**config.mk**
```make
export PLATFORM = sky130hd
export DESIGN_NAME = dds_wave_reader
export DESIGN_NICKNAME = d
export VERILOG_FILES = /design/src/rtl/dds_pkg.sv /design/src/rtl/dds_freq_buffer.sv /design/src/rtl/dds_phase_acc.sv /design/src/rtl/dds_read_pipe.sv /design/src/rtl/dds_wave_reader.sv
export SDC_FILE = /design/constraint.sdc
export NUM_CORES = 1
export LEC_CHECK = 0
export ABC_AREA = 1
export BUFFER_PORTS_ARGS = -buffer_cell sky130_fd_sc_hd__buf_2
export CAP_MARGIN = 20
export CORE_MARGIN = 2
export CORE_UTILIZATION = 59
export DETAILED_ROUTE_END_ITERATION = 6
export GPL_TIMING_DRIVEN = 0
export PLACE_DENSITY = 0.81
export SLEW_MARGIN = 15
export SYNTH_ARGS = -nofsm -noshare
export SYNTH_HDL_FRONTEND = slang
export SYNTH_SLANG_ARGS = --single-unit
```
**constraint.sdc**
```tcl
create_clock -name clk -period 2.48 [get_ports clk]
set_input_delay 0.248 -clock clk [delete_from_list [all_inputs] [get_ports clk]]
set_output_delay 0.248 -clock clk [all_outputs]
set_load 0.02 [all_outputs]
```
**src/rtl/dds_pkg.sv**
```systemverilog
`timescale 1ns/1ps
package dds_pkg;

  // default geometry: 32-bit phase, 256K-word table of 16-bit samples
  parameter int unsigned DEF_PHASE_W  = 32;
  parameter int unsigned DEF_ADDR_W   = 18;
  parameter int unsigned DEF_SAMPLE_W = 16;
  parameter int unsigned DEF_SRAM_LAT = 1;

  // run state of the phase register
  typedef enum logic [1:0] {
    PH_IDLE  = 2'd0,   // table not ready, phase forced to zero
    PH_PAUSE = 2'd1,   // table ready, enable low, phase held
    PH_RUN   = 2'd2    // phase advancing
  } ph_mode_e;

  function automatic ph_mode_e decode_mode(input logic ready, input logic enable);
    if (!ready)       return PH_IDLE;
    else if (!enable) return PH_PAUSE;
    else              return PH_RUN;
  endfunction

endpackage

```
**src/rtl/dds_freq_buffer.sv**
```systemverilog
`timescale 1ns/1ps
module dds_freq_buffer #(
  parameter int unsigned WORD_W = 32
) (
  input  logic              clk,
  input  logic              rst,
  input  logic              load_i,
  input  logic [WORD_W-1:0] word_i,
  input  logic              commit_i,
  output logic [WORD_W-1:0] step_o
);

  logic [WORD_W-1:0] stage_q;
  logic              stage_vld_q;
  logic [WORD_W-1:0] active_q;

  // staging register; a load in a commit cycle keeps the new word pending
  always_ff @(posedge clk) begin
    if (rst) begin
      stage_q     <= '0;
      stage_vld_q <= 1'b0;
    end else if (load_i) begin
      stage_q     <= word_i;
      stage_vld_q <= 1'b1;
    end else if (commit_i) begin
      stage_vld_q <= 1'b0;
    end
  end

  // active step only changes on a commit with a pending word
  always_ff @(posedge clk) begin
    if (rst) begin
      active_q <= '0;
    end else if (commit_i && stage_vld_q) begin
      active_q <= stage_q;
    end
  end

  assign step_o = active_q;

endmodule

```
**src/rtl/dds_phase_acc.sv**
```systemverilog
`timescale 1ns/1ps
module dds_phase_acc
  import dds_pkg::*;
#(
  parameter int unsigned PHASE_W = 32
) (
  input  logic               clk,
  input  logic               rst,
  input  logic               ready_i,
  input  logic               enable_i,
  input  logic [PHASE_W-1:0] step_i,
  output logic [PHASE_W-1:0] phase_o,
  output logic               run_o,
  output logic               wrap_o,
  output logic               commit_o
);

  logic [PHASE_W-1:0] phase_q;
  logic               run_q;
  logic [PHASE_W:0]   sum_w;
  ph_mode_e           mode_w;

  assign mode_w = decode_mode(ready_i, enable_i);
  assign sum_w  = {1'b0, phase_q} + {1'b0, step_i};

  // carry out of the addition that happens this cycle
  assign wrap_o   = (mode_w == PH_RUN) && sum_w[PHASE_W];
  // step may change at a wrap, or freely while not running
  assign commit_o = (mode_w != PH_RUN) || sum_w[PHASE_W];

  always_ff @(posedge clk) begin
    if (rst) begin
      phase_q <= '0;
      run_q   <= 1'b0;
    end else begin
      unique case (mode_w)
        PH_IDLE: begin
          phase_q <= '0;
          run_q   <= 1'b0;
        end
        PH_PAUSE: begin
          run_q   <= 1'b0;
        end
        default: begin
          phase_q <= sum_w[PHASE_W-1:0];
          run_q   <= 1'b1;
        end
      endcase
    end
  end

  assign phase_o = phase_q;
  assign run_o   = run_q;

endmodule

```
**src/rtl/dds_read_pipe.sv**
```systemverilog
`timescale 1ns/1ps
module dds_read_pipe #(
  parameter int unsigned SAMPLE_W = 16,
  parameter int unsigned SRAM_LAT = 1
) (
  input  logic                clk,
  input  logic                rst,
  input  logic                issue_i,
  input  logic [SAMPLE_W-1:0] rdata_i,
  output logic [SAMPLE_W-1:0] sample_o,
  output logic                strobe_o
);

  // valid bit follows the read through the SRAM latency
  logic [SRAM_LAT-1:0] vld_q;

  genvar g;
  generate
    for (g = 0; g < SRAM_LAT; g++) begin : g_vld
      if (g == 0) begin : g_head
        always_ff @(posedge clk) begin
          if (rst) vld_q[g] <= 1'b0;
          else     vld_q[g] <= issue_i;
        end
      end else begin : g_tail
        always_ff @(posedge clk) begin
          if (rst) vld_q[g] <= 1'b0;
          else     vld_q[g] <= vld_q[g-1];
        end
      end
    end
  endgenerate

  logic                arrive_w;
  logic [SAMPLE_W-1:0] sample_q;
  logic                strobe_q;

  assign arrive_w = vld_q[SRAM_LAT-1];

  always_ff @(posedge clk) begin
    if (rst) begin
      sample_q <= '0;
      strobe_q <= 1'b0;
    end else begin
      strobe_q <= arrive_w;
      if (arrive_w) sample_q <= rdata_i;
    end
  end

  assign sample_o = sample_q;
  assign strobe_o = strobe_q;

endmodule

```
**src/rtl/dds_wave_reader.sv**
```systemverilog
`timescale 1ns/1ps
module dds_wave_reader
  import dds_pkg::*;
#(
  parameter int unsigned PHASE_W  = DEF_PHASE_W,
  parameter int unsigned ADDR_W   = DEF_ADDR_W,
  parameter int unsigned SAMPLE_W = DEF_SAMPLE_W,
  parameter int unsigned SRAM_LAT = DEF_SRAM_LAT
) (
  input  logic                clk,
  input  logic                rst,
  input  logic [PHASE_W-1:0]  freq_word,
  input  logic                freq_load,
  input  logic                gen_enable,
  input  logic                table_ready,
  output logic                sram_req,
  input  logic                sram_gnt,
  output logic [ADDR_W-1:0]   sram_addr,
  input  logic [SAMPLE_W-1:0] sram_rdata,
  output logic [SAMPLE_W-1:0] dac_data,
  output logic                dac_strobe
);

  localparam int unsigned ADDR_LSB = PHASE_W - ADDR_W;

  logic [PHASE_W-1:0] step_w;
  logic [PHASE_W-1:0] phase_w;
  logic               run_w;
  logic               wrap_w;
  logic               commit_w;
  logic               issue_w;

  dds_freq_buffer #(.WORD_W(PHASE_W)) u_freq (
    .clk      (clk),
    .rst      (rst),
    .load_i   (freq_load),
    .word_i   (freq_word),
    .commit_i (commit_w),
    .step_o   (step_w)
  );

  dds_phase_acc #(.PHASE_W(PHASE_W)) u_phase (
    .clk      (clk),
    .rst      (rst),
    .ready_i  (table_ready),
    .enable_i (gen_enable),
    .step_i   (step_w),
    .phase_o  (phase_w),
    .run_o    (run_w),
    .wrap_o   (wrap_w),
    .commit_o (commit_w)
  );

  // request and address come straight from registers
  assign sram_req  = run_w;
  assign sram_addr = phase_w[PHASE_W-1:ADDR_LSB];
  assign issue_w   = run_w && sram_gnt;

  dds_read_pipe #(.SAMPLE_W(SAMPLE_W), .SRAM_LAT(SRAM_LAT)) u_read (
    .clk      (clk),
    .rst      (rst),
    .issue_i  (issue_w),
    .rdata_i  (sram_rdata),
    .sample_o (dac_data),
    .strobe_o (dac_strobe)
  );

  logic unused_w;
  assign unused_w = wrap_w;

endmodule

```
==> load_flow_metrics.sql <==
INSERT INTO impl_metrics (metric_group, metric, value, unit) VALUES
('status', 'outcome', 'finished clean', ''),
('yosys', 'synth-seq-area-share', '33.88', '%'),
('pwr', 'combinationalPowerShare', '10.6', '%'),
('grt', 'grt_max_degree', '17', ''),
('clocking', 'ctsLongestPathBuffers', '2', ''),
('yosys', 'synth-seq-cells', '116', ''),
('critical_path', 'maximum_fanout_count_along_the_critical_path', '10', ''),
('critical_path', 'setup.worst_path.end_class', 'register', ''),
('grt', 'first_global_vias', '6405', ''),
('route', 'via_per_inst', '5.096', ''),
('die', 'initial_utilization', '60.28', '%'),
('critical_path', 'r2r.worst_path.cells', '14', ''),
('timing', 'final_period_minus_worst_setup_slack', '2291', 'ps'),
('timing', 'setup-tns-final', '0', 'ps'),
('clocking', 'numCtsBuffers', '17', ''),
('layout', 'fin_nets', '1270', ''),
('pwr', 'total_leakage_power', '4.237', 'nW'),
('hold_path', 'hold_depth', '3', ''),
('timing', 'setup-violations-final', '0', ''),
('pwr', 'pwr_density_cell', '610.7', 'nW/um^2'),
('timing', 'hold_ws', '38.19', 'ps'),
('layout', 'antennaDiodeCount', '0', ''),
('grt', 'globalRoute.totalOverflow', '0', ''),
('timing', 'drv_slew', '0', ''),
('die', 'pin_count', '90', ''),
('pwr', 'power.clock.fraction', '48.6', '%'),
('timing', 'worstMarginPinSlew', '613.8', 'ps'),
('yosys', 'synthesis.area', '6854', 'um^2'),
('placed_design', 'post-dp-hpwl', '13110', 'um'),
('die', 'die_height', '111.8', 'um'),
('route', 'final_antenna_net_count', '0', ''),
('placed_design', 'pre_cts_slack', '88.51', 'ps'),
('timing', 'finalHoldViolCount', '0', ''),
('yosys', 'yosysUniqueCellTypes', '33', ''),
('pwr', 'power_frac_seq', '40.8', '%'),
('pwr', 'report.power.total', '4.929', 'mW'),
('layout', 'syn2layout_area_growth', '17.76', '%'),
('timing', 'rsz0062_at_grt', 'no', ''),
('pwr', 'ir_drop', '0.5121', 'mV'),
('route', 'drc_markers', '0', ''),
('layout', 'drive_gt1_share', '15.64', '%'),
('yosys', 'average_cell_area_after_synthesis', '6.382', 'um^2'),
('die', 'die_w', '111.8', 'um'),
('grt', 'wire_length_of_the_first_global_routing_pass', '29080', 'um'),
('clocking', 'clock_sink_count', '116', ''),
('hold_path', 'timing.hold.worst.class', 'input pin to register', ''),
('pwr', 'power_switching_share', '27.10', '%'),
('placed_design', 'place.gp.congestion', '0.9680', ''),
('die', 'die_area', '12490', 'um^2'),
('yosys', 'synthesis.yosys.warnings', '0', ''),
('timing', 'fin_clk_skew', '15.80', 'ps'),
('layout', 'seqCellArea', '2322', 'um^2'),
('route', 'drt-wirelength-per-cell', '12.98', 'um'),
('layout', 'multi_input_area', '3607', 'um^2'),
('clocking', 'path_clk_slew', '60', 'ps'),
('grt', 'antenna_found_initial', '0', ''),
('critical_path', 'startpoint_type', 'register', ''),
('pwr', 'intPower', '3.593', 'mW'),
('pwr', 'power.net_switching', '1.336', 'mW'),
('placed_design', 'io_buffers', '88', ''),
('flow_run', 'max_cap_violations', '0', ''),
('die', 'coreArea', '11370', 'um^2'),
('clocking', 'worstSkewPairLatency', '430', 'ps'),
('critical_path', 'crit_required', '2840', 'ps'),
('clocking', 'tritoncts_clock_tree', 'done', ''),
('grt', 'grt_use_total', '28.78', '%'),
('timing', 'clock.fmax', '436.5', 'MHz'),
('timing', 'timing.final.ws_setup', '189.1', 'ps'),
('clocking', 'htree_num_levels', '4', ''),
('route', 'via_count', '6824', ''),
('critical_path', 'worst_ep_arrival_time', '2650', 'ps'),
('route', 'dr.pass1.iters', '7', ''),
('timing', 'slew_headroom', '59.08', '%'),
('yosys', 'synthesis.instances', '1074', ''),
('yosys', 'postSynthNetCount', '1161', ''),
('die', 'std_cell_rows', '39', ''),
('timing', 'layout_worst_path_cycle_share', '92.38', '%'),
('clocking', 'cts_root_buffer', 'clkbuf_16', ''),
('layout', 'final.fill_count', '997', ''),
('route', 'drt-total-wl', '17380', 'um'),
('route', 'initialDrtViolationCount', '367', ''),
('critical_path', 'timing.setup.critical_path_class', 'register to register', '');
worst max-delay path, stage by stage, from the launching register on:
cell and delay, ps:
dfxtp_1 320, ha_2 220, fa_2 420, nand3_1 110, nand3_2 110, nand2_1 100
nand2_2 80, nand2_2 80, nand2_2 90, nand3_1 110, nand2_2 120, buf_4 190
nand3_1 80, nand2_1 80, nor2_2 110
power groups by stage:
stage	Clock (mW)	Sequential, mW	Combinational (mW)
after floorplan	0	2.04	0.367
after global placement	0	2.04	0.503
after detailed placement	0	2.05	0.511
after CTS	2.39	2.01	0.520
after global routing	2.50	2.02	0.596
final	2.39	2.01	0.524
worst paths after layout:
check / startpoint / endpoint / slack (ps)
setup reg to reg: u_freq.step_o[0]$_SDFFE_PP0P_ / u_freq.step_o[11]$_SDFFE_PP0P_ / 190
hold / removal: sram_gnt / u_read.arrive_w$_SDFF_PP0_ / 40
hold reg to reg: u_phase.run_o$_SDFF_PP0_ / u_read.arrive_w$_SDFF_PP0_ / 440
setup / recovery: u_freq.step_o[0]$_SDFFE_PP0P_ / u_freq.step_o[11]$_SDFFE_PP0P_ / 190
cell usage after synthesis (all sizes together):
cell type	count	area (um^2)
o21bai	2	15.01
a32o	2	20.02
and3	1	6.260
dfxtp	116	2322
buf	29	219.0
inv	164	615.6
ha	32	400.4
o21ai	64	320.3
nand3	77	390.4
or2	1	6.260
a21oi	95	475.5
nand2	306	1171
nand3b	3	22.52
clkinv	1	3.750
and2	1	6.260
fa	1	20.02
a21o	2	15.01
nor3	6	46.30
clkbuf	25	93.84
nor2	142	659.4
nand4	4	25.02
flip-flops by register name (all words and copies together) (netlist names):
name                count
u_freq.stage_q         32
u_freq.stage_vld_q      1
u_phase.phase_o        32
u_phase.run_o           1
u_freq.step_o          32
u_read.strobe_o         1
u_read.arrive_w         1
u_read.sample_o        16
cell families (layout without fill, tap and decap cells):
family          Yosys count  after routing  synth area share (%)
compound gates          165            165                 12.34
fa+ha+maj                33             33                 6.134
buf+inv                 219            341                 13.60
flops                   116            116                 33.88
simple gates            541            541                 34.05
timing repair:
action	4_1_cts	5_1_grt
resized for setup	0	3
buffers inserted	0	2
endpoints found under the setup margin	0	30
hold buffers	0	0
placed cells by master, fill, tap and decap left out, drive strengths merged:
cell	Yosys	final
a32o	2	2
nor2	142	142
clkinvlp	0	1
nand2	306	306
nor3	6	6
buf	29	119
or2	1	1
and3	1	1
fa	1	1
clkbuf	25	44
ha	32	32
bufinv	0	1
dfxtp	116	116
nand3b	3	3
a21oi	95	95
and2	1	1
a21o	2	2
nand4	4	4
clkinv	1	8
inv	164	168
o21ai	64	64
nand3	77	77
o21bai	2	2
area by class of cell:
| type | count | area share (%) |
|---|---|---|
| Clock inverter | 13 | 1.519 |
| Inverter | 165 | 7.673 |
| Multi-Input combinational cell | 739 | 44.69 |
| Buffer | 54 | 3.875 |
| Tap cell | 143 | 2.217 |
| Sequential cell | 116 | 28.77 |
| Timing Repair Buffer | 90 | 5.643 |
| Clock buffer | 19 | 5.612 |
stage by stage:
step	instance area [um^2]	std cells	util [%]
after detailed placement	7473	1305	65.73
final	8071	1339	70.99
after floorplan	6854	1074	-
after global placement	7473	1305	65.73
after CTS	8049	1337	70.79
after global routing	8071	1339	70.99
metal layers:
layer  share of wire [%]  routed length [um]  global-route usage, %
met3                 7.0                1221                  7.403
met4                 2.7                 461                  10.70
met5                   0                   0                      0
met2                  45                7835                  46.95
met1                  45                7864                  36.85
No activity file was read; power rests on OpenSTA's default activity.
